<file path="src/rtl/bd_pkg.sv">
package bd_pkg;

  // position visited at step 'step' when the rotation last stopped at 'base'
  function automatic int unsigned rot_pos(input int unsigned base,
                                          input int unsigned step,
                                          input int unsigned n);
    return (base + 32'd1 + step) % n;
  endfunction

endpackage

</file>
<file path="src/rtl/bd_rr_pick.sv">
module bd_rr_pick #(
  parameter int unsigned N = 4,
  parameter int unsigned W = 2
) (
  input  logic [N-1:0] req_i,
  input  logic [W-1:0] base_i,
  output logic         hit_o,
  output logic [W-1:0] idx_o
);
  int unsigned pos;

  always_comb begin
    hit_o = 1'b0;
    idx_o = '0;
    pos   = 0;
    for (int unsigned j = 0; j < N; j++) begin
      pos = bd_pkg::rot_pos(int'(base_i), j, N);
      if (!hit_o && req_i[pos]) begin
        hit_o = 1'b1;
        idx_o = W'(pos);
      end
    end
  end
endmodule

</file>
<file path="src/rtl/bd_core_slot.sv">
module bd_core_slot #(
  parameter int unsigned CTX   = 4,
  parameter int unsigned CTX_W = 2,
  parameter int unsigned ACT_W = 3,
  parameter int unsigned KID_W = 2,
  parameter int unsigned THR_W = 4
) (
  input  logic             clk,
  input  logic             rst_n,
  input  logic             bind_en_i,
  input  logic [KID_W-1:0] bind_kid_i,
  input  logic [ACT_W-1:0] bind_max_i,
  input  logic [THR_W-1:0] bind_tpb_i,
  input  logic             issue_en_i,
  input  logic             exit_en_i,
  input  logic [CTX_W-1:0] exit_ctx_i,
  output logic             bound_o,
  output logic [KID_W-1:0] kid_o,
  output logic             want_o,
  output logic             room_o,
  output logic [CTX_W-1:0] free_ctx_o,
  output logic             blk_done_o,
  output logic             empty_o,
  output logic             underflow_o,
  output logic [ACT_W-1:0] active_o,
  output logic [ACT_W-1:0] max_o
);
  logic             bound_q;
  logic [KID_W-1:0] kid_q;
  logic [ACT_W-1:0] max_q;
  logic [THR_W-1:0] tpb_q;
  logic [ACT_W-1:0] act_q;
  logic [THR_W-1:0] cnt_q [CTX];

  logic [THR_W-1:0] sel_cnt;
  logic             dec;
  logic             idle;
  logic             found;

  // lowest free context under the block limit; idle when no context is live
  always_comb begin
    idle       = 1'b1;
    found      = 1'b0;
    free_ctx_o = '0;
    for (int i = 0; i < int'(CTX); i++) begin
      if (cnt_q[i] != '0) idle = 1'b0;
      if (!found && (ACT_W'(i) < max_q) && (cnt_q[i] == '0)) begin
        found      = 1'b1;
        free_ctx_o = CTX_W'(i);
      end
    end
  end

  assign sel_cnt     = cnt_q[exit_ctx_i];
  assign underflow_o = exit_en_i && (sel_cnt == '0);
  assign dec         = exit_en_i && (sel_cnt != '0);
  assign blk_done_o  = dec && (sel_cnt == THR_W'(1));
  assign empty_o     = blk_done_o && (act_q == ACT_W'(1)) && !issue_en_i;
  assign room_o      = bound_q && (act_q < max_q);
  assign want_o      = !bound_q && idle;
  assign bound_o     = bound_q;
  assign kid_o       = kid_q;
  assign active_o    = act_q;
  assign max_o       = max_q;

  always_ff @(posedge clk) begin
    if (!rst_n) begin
      bound_q <= 1'b0;
      kid_q   <= '0;
      max_q   <= '0;
      tpb_q   <= '0;
      act_q   <= '0;
      for (int i = 0; i < int'(CTX); i++) cnt_q[i] <= '0;
    end else begin
      if (bind_en_i) begin
        bound_q <= 1'b1;
        kid_q   <= bind_kid_i;
        max_q   <= bind_max_i;
        tpb_q   <= bind_tpb_i;
      end else if (empty_o) begin
        bound_q <= 1'b0;
      end
      act_q <= act_q + ACT_W'(issue_en_i) - ACT_W'(blk_done_o);
      for (int i = 0; i < int'(CTX); i++) begin
        if (issue_en_i && (free_ctx_o == CTX_W'(i)))
          cnt_q[i] <= tpb_q;
        else if (dec && (exit_ctx_i == CTX_W'(i)))
          cnt_q[i] <= cnt_q[i] - THR_W'(1);
      end
    end
  end
endmodule

</file>
<file path="src/rtl/bd_kernel_track.sv">
module bd_kernel_track #(
  parameter int unsigned NK    = 4,
  parameter int unsigned KID_W = 2,
  parameter int unsigned RUN_W = 3
) (
  input  logic             clk,
  input  logic             rst_n,
  input  logic             bind_en_i,
  input  logic [KID_W-1:0] bind_kid_i,
  input  logic             drop_en_i,
  input  logic [KID_W-1:0] drop_kid_i,
  input  logic [NK-1:0]    left_i,
  output logic             done_o,
  output logic [KID_W-1:0] done_id_o
);
  logic [RUN_W-1:0] run_q [NK];
  logic [RUN_W-1:0] run_d [NK];

  always_comb begin
    for (int k = 0; k < int'(NK); k++)
      run_d[k] = run_q[k]
               + RUN_W'(bind_en_i && (bind_kid_i == KID_W'(k)))
               - RUN_W'(drop_en_i && (drop_kid_i == KID_W'(k)));
  end

  assign done_o    = drop_en_i && (run_d[drop_kid_i] == '0) && !left_i[drop_kid_i];
  assign done_id_o = drop_kid_i;

  always_ff @(posedge clk) begin
    if (!rst_n) begin
      for (int k = 0; k < int'(NK); k++) run_q[k] <= '0;
    end else begin
      for (int k = 0; k < int'(NK); k++) run_q[k] <= run_d[k];
    end
  end
endmodule

</file>
<file path="src/rtl/blk_dispatch.sv">
module blk_dispatch #(
  parameter int unsigned NUM_CORES   = 4,
  parameter int unsigned NUM_CTX     = 4,
  parameter int unsigned NUM_KERNELS = 4,
  parameter int unsigned THR_W       = 4,
  localparam int unsigned CORE_W = $clog2(NUM_CORES),
  localparam int unsigned CTX_W  = $clog2(NUM_CTX),
  localparam int unsigned KID_W  = $clog2(NUM_KERNELS),
  localparam int unsigned ACT_W  = $clog2(NUM_CTX + 1)
) (
  input  logic                   clk,
  input  logic                   rst_n,
  output logic                   kreq_o,
  output logic [CORE_W-1:0]      kreq_core_o,
  input  logic                   kgrant_i,
  input  logic [KID_W-1:0]       kgrant_id_i,
  input  logic [ACT_W-1:0]       kgrant_max_i,
  input  logic [THR_W-1:0]       kgrant_tpb_i,
  input  logic [NUM_KERNELS-1:0] kblk_left_i,
  output logic                   issue_o,
  output logic [CORE_W-1:0]      issue_core_o,
  output logic [CTX_W-1:0]       issue_ctx_o,
  output logic [KID_W-1:0]       issue_kid_o,
  input  logic                   exit_i,
  input  logic [CORE_W-1:0]      exit_core_i,
  input  logic [CTX_W-1:0]       exit_ctx_i,
  output logic                   bar_free_o,
  output logic [CORE_W-1:0]      bar_free_core_o,
  output logic [CTX_W-1:0]       bar_free_ctx_o,
  output logic                   kdone_o,
  output logic [KID_W-1:0]       kdone_id_o,
  output logic                   err_o
);
  localparam int unsigned RUN_W = $clog2(NUM_CORES + 1);

  logic [NUM_CORES-1:0] want_c, room_c, elig_c, bound_c;
  logic [NUM_CORES-1:0] blkdone_c, empty_c, under_c;
  logic [NUM_CORES-1:0] bind_c, issue_c, exit_c;
  logic [KID_W-1:0]     kid_c  [NUM_CORES];
  logic [CTX_W-1:0]     free_c [NUM_CORES];
  logic [ACT_W-1:0]     act_c  [NUM_CORES];
  logic [ACT_W-1:0]     max_c  [NUM_CORES];
  logic [NUM_CORES*ACT_W-1:0] act_flat, max_flat;

  logic [CORE_W-1:0] ptr_q;
  logic              pick_hit, req_hit;
  logic [CORE_W-1:0] pick_idx, req_idx;
  logic              drop_en;

  // named events for the checker
  logic bind_evt;
  assign bind_evt = req_hit && kgrant_i;

  for (genvar c = 0; c < NUM_CORES; c++) begin : g_core
    assign bind_c[c]  = bind_evt && (req_idx == CORE_W'(c));
    assign issue_c[c] = pick_hit && (pick_idx == CORE_W'(c));
    assign exit_c[c]  = exit_i && (exit_core_i == CORE_W'(c));
    assign elig_c[c]  = room_c[c] && kblk_left_i[kid_c[c]];
    assign act_flat[c*ACT_W +: ACT_W] = act_c[c];
    assign max_flat[c*ACT_W +: ACT_W] = max_c[c];

    bd_core_slot #(
      .CTX(NUM_CTX), .CTX_W(CTX_W), .ACT_W(ACT_W), .KID_W(KID_W), .THR_W(THR_W)
    ) u_slot (
      .clk         (clk),
      .rst_n       (rst_n),
      .bind_en_i   (bind_c[c]),
      .bind_kid_i  (kgrant_id_i),
      .bind_max_i  (kgrant_max_i),
      .bind_tpb_i  (kgrant_tpb_i),
      .issue_en_i  (issue_c[c]),
      .exit_en_i   (exit_c[c]),
      .exit_ctx_i  (exit_ctx_i),
      .bound_o     (bound_c[c]),
      .kid_o       (kid_c[c]),
      .want_o      (want_c[c]),
      .room_o      (room_c[c]),
      .free_ctx_o  (free_c[c]),
      .blk_done_o  (blkdone_c[c]),
      .empty_o     (empty_c[c]),
      .underflow_o (under_c[c]),
      .active_o    (act_c[c]),
      .max_o       (max_c[c])
    );
  end

  bd_rr_pick #(.N(NUM_CORES), .W(CORE_W)) u_issue_pick (
    .req_i (elig_c), .base_i (ptr_q), .hit_o (pick_hit), .idx_o (pick_idx)
  );

  bd_rr_pick #(.N(NUM_CORES), .W(CORE_W)) u_req_pick (
    .req_i (want_c), .base_i (ptr_q), .hit_o (req_hit), .idx_o (req_idx)
  );

  assign drop_en = |empty_c;

  bd_kernel_track #(.NK(NUM_KERNELS), .KID_W(KID_W), .RUN_W(RUN_W)) u_ktrack (
    .clk        (clk),
    .rst_n      (rst_n),
    .bind_en_i  (bind_evt),
    .bind_kid_i (kgrant_id_i),
    .drop_en_i  (drop_en),
    .drop_kid_i (kid_c[exit_core_i]),
    .left_i     (kblk_left_i),
    .done_o     (kdone_o),
    .done_id_o  (kdone_id_o)
  );

  always_ff @(posedge clk) begin
    if (!rst_n)        ptr_q <= CORE_W'(NUM_CORES - 1);
    else if (pick_hit) ptr_q <= pick_idx;
  end

  assign kreq_o          = req_hit;
  assign kreq_core_o     = req_idx;
  assign issue_o         = pick_hit;
  assign issue_core_o    = pick_idx;
  assign issue_ctx_o     = free_c[pick_idx];
  assign issue_kid_o     = kid_c[pick_idx];
  assign bar_free_o      = |blkdone_c;
  assign bar_free_core_o = exit_core_i;
  assign bar_free_ctx_o  = exit_ctx_i;
  assign err_o           = |under_c;
endmodule

</file>
<file path="config.mk">
export PLATFORM = sky130hd
export DESIGN_NAME = blk_dispatch
export DESIGN_NICKNAME = d
export VERILOG_FILES = /design/src/rtl/bd_pkg.sv /design/src/rtl/bd_rr_pick.sv /design/src/rtl/bd_core_slot.sv /design/src/rtl/bd_kernel_track.sv /design/src/rtl/blk_dispatch.sv
export SDC_FILE = /design/constraint.sdc
export NUM_CORES = 1
export LEC_CHECK = 0
export ABC_AREA = 1
export CAP_MARGIN = 15
export CORE_MARGIN = 2
export CORE_UTILIZATION = 35
export CTS_CLUSTER_SIZE = 40
export DETAILED_ROUTE_END_ITERATION = 10
export DONT_BUFFER_PORTS = 1
export PLACE_DENSITY_LB_ADDON = 0.2
export SYNTH_ARGS = -nofsm -noshare
export SYNTH_HDL_FRONTEND = slang
export SYNTH_SLANG_ARGS = --single-unit
</file>
<file path="constraint.sdc">
create_clock -name clk -period 15.3 [get_ports clk]
set_input_delay 3.06 -clock clk [delete_from_list [all_inputs] [get_ports clk]]
set_output_delay 3.06 -clock clk [all_outputs]
set_load 0.03 [all_outputs]
</file>
Yosys cells after proc, flatten, opt, wreduce, memory -nomap -nowiden
Memories as Yosys holds them, arrays and structs flattened.
Index checks and enable logic that the tools add are counted.
- latch bits: 0
- word-level logic and storage cells: 629
- register bits after elaboration: 54
- output and inout port bits: 19
- bits in read-only memories: 0
- memories kept: 5
- memory bits (writable): 76
- input port bits: 21
- memories (memory ; words ; bits a word ; rd ports ; clocked after Yosys merged registers in ; wr ports ; RTL line ; text):
    g_core[0].u_slot.cnt_q ; 4 ; 4 ; 5 ; 0 ; 4 ; bd_core_slot.sv:33 ; logic [THR_W-1:0] cnt_q [CTX];
    g_core[1].u_slot.cnt_q ; 4 ; 4 ; 5 ; 0 ; 4 ; bd_core_slot.sv:33 ;
    g_core[2].u_slot.cnt_q ; 4 ; 4 ; 5 ; 0 ; 4 ; bd_core_slot.sv:33 ;
    g_core[3].u_slot.cnt_q ; 4 ; 4 ; 5 ; 0 ; 4 ; bd_core_slot.sv:33 ;
    u_ktrack.run_q ; 4 ; 3 ; 4 ; 0 ; 4 ; bd_kernel_track.sv:16 ; logic [RUN_W-1:0] run_q [NK];
- mux-type cells: 252
- reductions and logical operators: 206
- multiply operators: 0
- add/subtract/negate cells: 36
- div/mod/pow operators: 0
- $lt $le $gt $ge: 32
- shifts and indexed selects: 0
- bitwise operators: 39
- eq/ne operators: 38
- operators by type and width (cell ; number):
    $mux 1 ; 175
    $mux 4 ; 32
    $logic_and 1x1->1 ; 121
    $logic_not 4->1 ; 20
    $reduce_bool 4->1 ; 20
    $sub 4x1->4 const B ; 16
    $mux 2 ; 22
    $eq 2x2->1 const B ; 20
    $or 1x1->1 ; 36
    $logic_not 1->1 ; 27
    $lt 2x3->1 const B ; 9
    $bmux 1 s2 ; 13
    $add 3x1->3 ; 8
    $lt 1x3->1 const A ; 8
    $lt 2x3->1 const A ; 8
    $sub 3x1->3 ; 8
    $eq 2x1->1 const B ; 10
    $logic_not 2->1 ; 10
    $mux 3 ; 6
    $eq 4x1->1 const B ; 4
    $bmux 2 s2 ; 3
    $eq 3x1->1 const B ; 4
    $lt 3x3->1 ; 4
    $reduce_or 4->1 ; 3
    7 further kinds ; 16

Longest topological paths before layout
An unclocked memory read counts as a cell.
- depth after elaboration: 29
- depth in mapped cells: 30
- depth with buffers taken out: 30

By module
Synthesis repeated with hierarchy kept, for this count alone.
- cells, all modules: 1377
- area, all modules: 9758.1 µm²
- by module, submodules not included (module ; cells an instance ; area an instance (µm²) ; instances ; seq. area each (µm²)):
    bd_core_slot at g_core[1].u_slot ... ; 245 ; 1893.1 ; 2 ; 740.7
    bd_core_slot at g_core[3].u_slot ; 255 ; 1999.4 ; 1 ; 740.7
    bd_core_slot at g_core[0].u_slot ; 248 ; 1921.8 ; 1 ; 740.7
    bd_kernel_track ; 134 ; 878.3 ; 1 ; 240.2
    bd_rr_pick ; 62 ; 304.0 ; 2 ; 0.0
    blk_dispatch ; 126 ; 564.3 ; 1 ; 40.0

Worst setup path after synthesis
Ideal clock, no wire load.
- kind: input-to-output
- start point: input kblk_left_i[2]
- end point: output kdone_o
- buffers on the path: 1
- required time: 12.240 ns
- data arrival time: 6.585 ns
- stages: 28
- slack: 5.655 ns
- cells stage by stage: inv_1 > nor2_1 > nor2_1 > nor2_1 > nand3_1 > nand3_1 > nand2_2 > nand2_1 > nor2_2 > nand3_2 > nand2_4 > buf_6 > nand2_1 > nand2_1 > nand2_1 > nor2_2 > nor2_1 > ha_1 > inv_1 > ha_1 > inv_1 > fa_1 > xnor2_1 > xor2_1 > a41oi_1 > nor2_1 > o221ai_1 > nor2_1
- cells in the longest elaborated chain, start to end: 28
- elaborated cells on any way between the ends: 68
- classes of those cells: add/sub: 4; eq/ne: 3; mux: 29; reduce/logical: 32
- RTL lines (what ; RTL line ; text):
    start, declared ; blk_dispatch.sv:19 ; input logic [NUM_KERNELS-1:0] kblk_left_i,
    $bmux 1 s2 ; blk_dispatch.sv:58 ; assign elig_c[c] = room_c[c] && kblk_left_i[kid_c[c]];
    $mux 1 (not written as such) ; blk_dispatch.sv:58 ;
    $logic_and 1x1->1 ; blk_dispatch.sv:58 ;
    $bmux 1 s2 ; bd_rr_pick.sv:18 ; if (!hit_o && req_i[pos]) begin
    $mux 1 (not written as such) ; bd_rr_pick.sv:18 ;
    $mux 1 ; bd_rr_pick.sv:18 ;
    $logic_not 1->1 ; bd_rr_pick.sv:18 ;
    $logic_and 1x1->1 ; bd_rr_pick.sv:18 ;
    [7 not listed] ; -- ;
    named net issue_core_o[1] ; blk_dispatch.sv:21 ; output logic [CORE_W-1:0] issue_core_o,
    [3 not listed] ; -- ;
    $logic_and 1x1->1 ; bd_core_slot.sv:58 ; assign empty_o = blk_done_o && (act_q == ACT_W'(1)) && !issue_en_i;
    $reduce_or 4->1 * ; blk_dispatch.sv:95 ; assign drop_en = |empty_c;
    $logic_and 1x1->1 ; bd_kernel_track.sv:23 ; - RUN_W'(drop_en_i && (drop_kid_i == KID_W'(k)));
    $sub 3x1->3 ; bd_kernel_track.sv:23 ;
    $bmux 3 s2 ; bd_kernel_track.sv:26 ; assign done_o = drop_en_i && (run_d[drop_kid_i] == '0) && !left_i[drop_kid_i];
    $mux 3 (not written as such) (2 in series) ; bd_kernel_track.sv:26 ;
    $logic_not 3->1 ; bd_kernel_track.sv:26 ;
    $logic_and 1x1->1 * (2 in series) ; bd_kernel_track.sv:26 ;
    end, declared ; blk_dispatch.sv:30 ; output logic kdone_o,
Mark *: on every way through the listed nets, which the timed path passes. The rest lies on a longest branch. The select of a mux whose other input is x is not followed.

Worst setup path in the final report
- start point: input kblk_left_i[0]
- end point: output kdone_o
Same word-level chain as after synthesis.

==> flow_metrics.py <==
metrics = {
    "routing": {
        "wl_um": 27900,
        "vias": 8736,
        "antenna_left": 0,
        "drt-initial-drc-count": 605,
        "viasPerCell": 4.845,
        "wl_per_cell_um": 15.48,
        "drcViolationCount": 0,
        "drtPass1Iterations": 6,
    },
    "synthesis": {
        "synth_ff_type": "dfxtp_1",
        "synth_top_family_by_area": "simple AND/OR/NAND/NOR gates",
        "synth_top_area_frac": 0.1970,
        "ys_types": 56,
        "synth.most_common_cell": "nand2_1",
        "synth_fa_ha_area_frac": 0.08823,
        "synth-seq-area-share": 0.3324,
        "yosys-top-cells-area": "edfxtp_1, nand2_1, dfxtp_1",
        "synthArstFlopShare": 0,
        "netlist_top_cells_count": "nand2_1, nor2_1, inv_1, nand3_1, dfxtp_1",
        "synth_fp_nets": 1501,
        "ys_seq_elements": 130,
        "synthSimpleGateAreaFrac": 0.3634,
        "synth_xor_area_frac": 0.04052,
        "synth_edf_count": 64,
        "synth_mux_area_frac": 0,
        "yosysWarnings": 0,
        "syn-instance-count": 1416,
        "yosysTopAreaCell": "edfxtp_1",
        "synth_compound_area_frac": 0.07694,
        "avgSynthCellArea_sq_um": 6.890,
        "syn_area_sq_mm": 0.009757,
    },
    "global_route": {
        "grt_overflow": 0,
        "grt_pass1_vias": 8190,
        "antenna_found_initial": 0,
        "grt_max_degree": 83,
        "grt_pass1_wl_um": 44480,
        "grt_usage": 0.1983,
    },
    "critical_path": {
        "worstRegToRegCells": 23,
        "startpoint_type": "input pin",
        "crit_fanout": 18,
        "arrival_ns": 7.38,
        "required_ns": 12.24,
        "startpoint": "kblk_left_i[0]",
        "path_class": "in -> out",
        "r2r_start": "ptr_q[0]",
        "crit_path_end_kind": "output pin",
    },
    "clock_network": {
        "clk_latency_ns": 0.43,
        "post_cts_buffers": 0,
        "cts-root-buf": "clkbuf_16",
        "cts_buffer_depth": 2,
        "cts_resized": 0,
        "htreeDepth": 4,
        "numCtsBuffers": 17,
        "hold_buffers": 0,
        "clkSlewWorstSetupHoldPaths_ns": 0.06,
        "cts.sinks": 130,
        "cts_tree": "done",
    },
    "floorplan": {
        "dieHeight_um": 171.0,
        "start_util": 0.3531,
        "die_w_um": 171.0,
        "core-area_sq_mm": 0.02763,
        "rows": 61,
        "die-area_sq_mm": 0.02923,
        "io-pin-count": 40,
    },
    "worst_hold_path": {
        "hold_path.startpoint": "g_core[1].u_slot.bound_o",
        "holdPathStages": 2,
        "hold_path_class": "reg -> reg",
    },
    "placement": {
        "routabilityCongestion": 0.8629,
        "place_hpwl_um": 21680,
        "io_buffers": 0,
    },
    "sta": {
        "finalHoldViolCount": 0,
        "min_period_ns": 10.44,
        "fmax_mhz": 95.83,
        "fin_skew_ns": 0.01475,
        "slew_violations": 0,
        "fin_hold_ws_ns": 0.4714,
        "setup_violations": 0,
        "fin_setup_tns_ns": 0,
        "slew_headroom": 0.2254,
        "min_period_over_period": 0.6821,
        "rsz0062_at_grt": "no",
        "tightest_slew_ns": 1.150,
    },
    "power_and_ir_drop": {
        "ir_drop_v": 0.0001623,
        "p_leak_uw": 0.004960,
        "finalPower_uw": 1691,
        "power.density_mw_per_mm2": 157.3,
    },
    "cells_and_area": {
        "fill_cells": 2994,
        "seq_area_sq_mm": 0.003243,
        "area_growth_pct": 10.13,
        "drive_gt1_frac": 0.08070,
        "antenna_cells": 0,
        "multi_input_comb_area_sq_mm": 0.005553,
        "nets": 1497,
    },
    "job": {
        "max_cap_violations": 0,
    },
    "status": {
        "run_status": "finished, final reports clean",
    },
}
[power breakdown]
| group | internal, uW | switching [uW] |
|---|---|---|
| clock network | 290 | 173 |
| logic | 219 | 518 |
| registers | 427 | 63.9 |
| total | 936 | 755 |
[cells in the final DEF (no fill, tap or decap), types with 4 or more instances in the layout]
cell,Yosys,final
nand2_1,365,365
nor2_1,268,268
inv_1,192,192
nand3_1,82,82
dfxtp_1,66,66
edfxtp_1,64,64
ha_1,56,56
a21oi_1,48,48
o21ai_0,38,38
xor2_1,28,28
nand2_2,19,19
nor3_1,19,19
nand4_1,18,18
clkbuf_16,0,18
inv_2,14,14
xnor2_1,14,14
o21ai_1,10,10
nor2_4,9,9
o22ai_1,8,8
fa_1,8,8
nor2_2,6,6
nand2_4,5,5
a221oi_1,5,5
nand3_2,4,4
bufinv_16,0,4
clkinv_4,0,4
buf_4,6,4
[kinds of logic after synthesis]
logic type | after synthesis
simple gates | 814
flops | 130
compound gates | 129
xor+xnor | 43
buf+inv | 236
fa+ha+maj | 64
[per-stage QoR]
stage,area (sq um),setup WS (ns),util,instances
2_1_floorplan,9757,5.655,-,1416
3_3_place_gp,10090,4.945,0.3651,1771
5_1_grt,10750,4.341,0.3889,1803
4_1_cts,10750,4.881,0.3889,1803
6_report,10750,4.865,0.3889,1803
3_5_place_dp,10090,4.908,0.3651,1771
[worst max-delay path: stages]
cell and delay, ns:
inv_1 0.08, nor2_1 0.11, nor2_1 0.05, nor2_1 0.15, nand3_1 0.11, nand2_1 0.14
nand2_1 0.09, nand2_2 0.11, nand4_2 0.11, nand3_2 0.13, nand2_4 0.22, inv_2 0.21
nand3_1 0.12, nand2_1 0.12, nand2_1 0.06, nor2_2 0.26, nor2_1 0.08, ha_1 0.30
inv_1 0.06, ha_1 0.12, inv_1 0.04, fa_1 0.37, xnor2_1 0.19, xor2_1 0.21
a41oi_1 0.15, nor2_1 0.11, o221ai_1 0.11, nor2_1 0.48
[worst paths after layout]
path	endpoint	slack (ns)
worst max-delay path	kdone_o	4.86
worst min-delay path	g_core[1].u_slot.bound_o	0.47
worst max register to register	u_ktrack.run_q[0][2]	10.69
worst min register to register	g_core[1].u_slot.bound_o	0.47
[registers in the layout, indices dropped and copies added (netlist names)]
register and flops:
g_core.u_slot.cnt_q 64, g_core.u_slot.tpb_q 16, g_core.u_slot.active_o 12, g_core.u_slot.max_o 12, u_ktrack.run_q 12, g_core.u_slot.kid_o 8, g_core.u_slot.bound_o 4, ptr_q 2
[final cells by class]
type	instances	area share
Clock buffer	19	0.04320
Clock inverter	13	0.01805
Timing Repair Buffer	4	0.002795
Sequential cell	130	0.3018
Multi-Input combinational cell	1050	0.5168
Tap cell	378	0.04401
Inverter	209	0.07336
[per-layer routing]
layer / vias up / track usage / share of wire
met5: - / 0 / 0
li1: 4488 / - / -
met3: 35 / 0.03863 / 0.056
met2: 225 / 0.3140 / 0.44
met4: 0 / 0.06264 / 0.023
met1: 3988 / 0.2719 / 0.48
(Power assumes the default switching activity.)
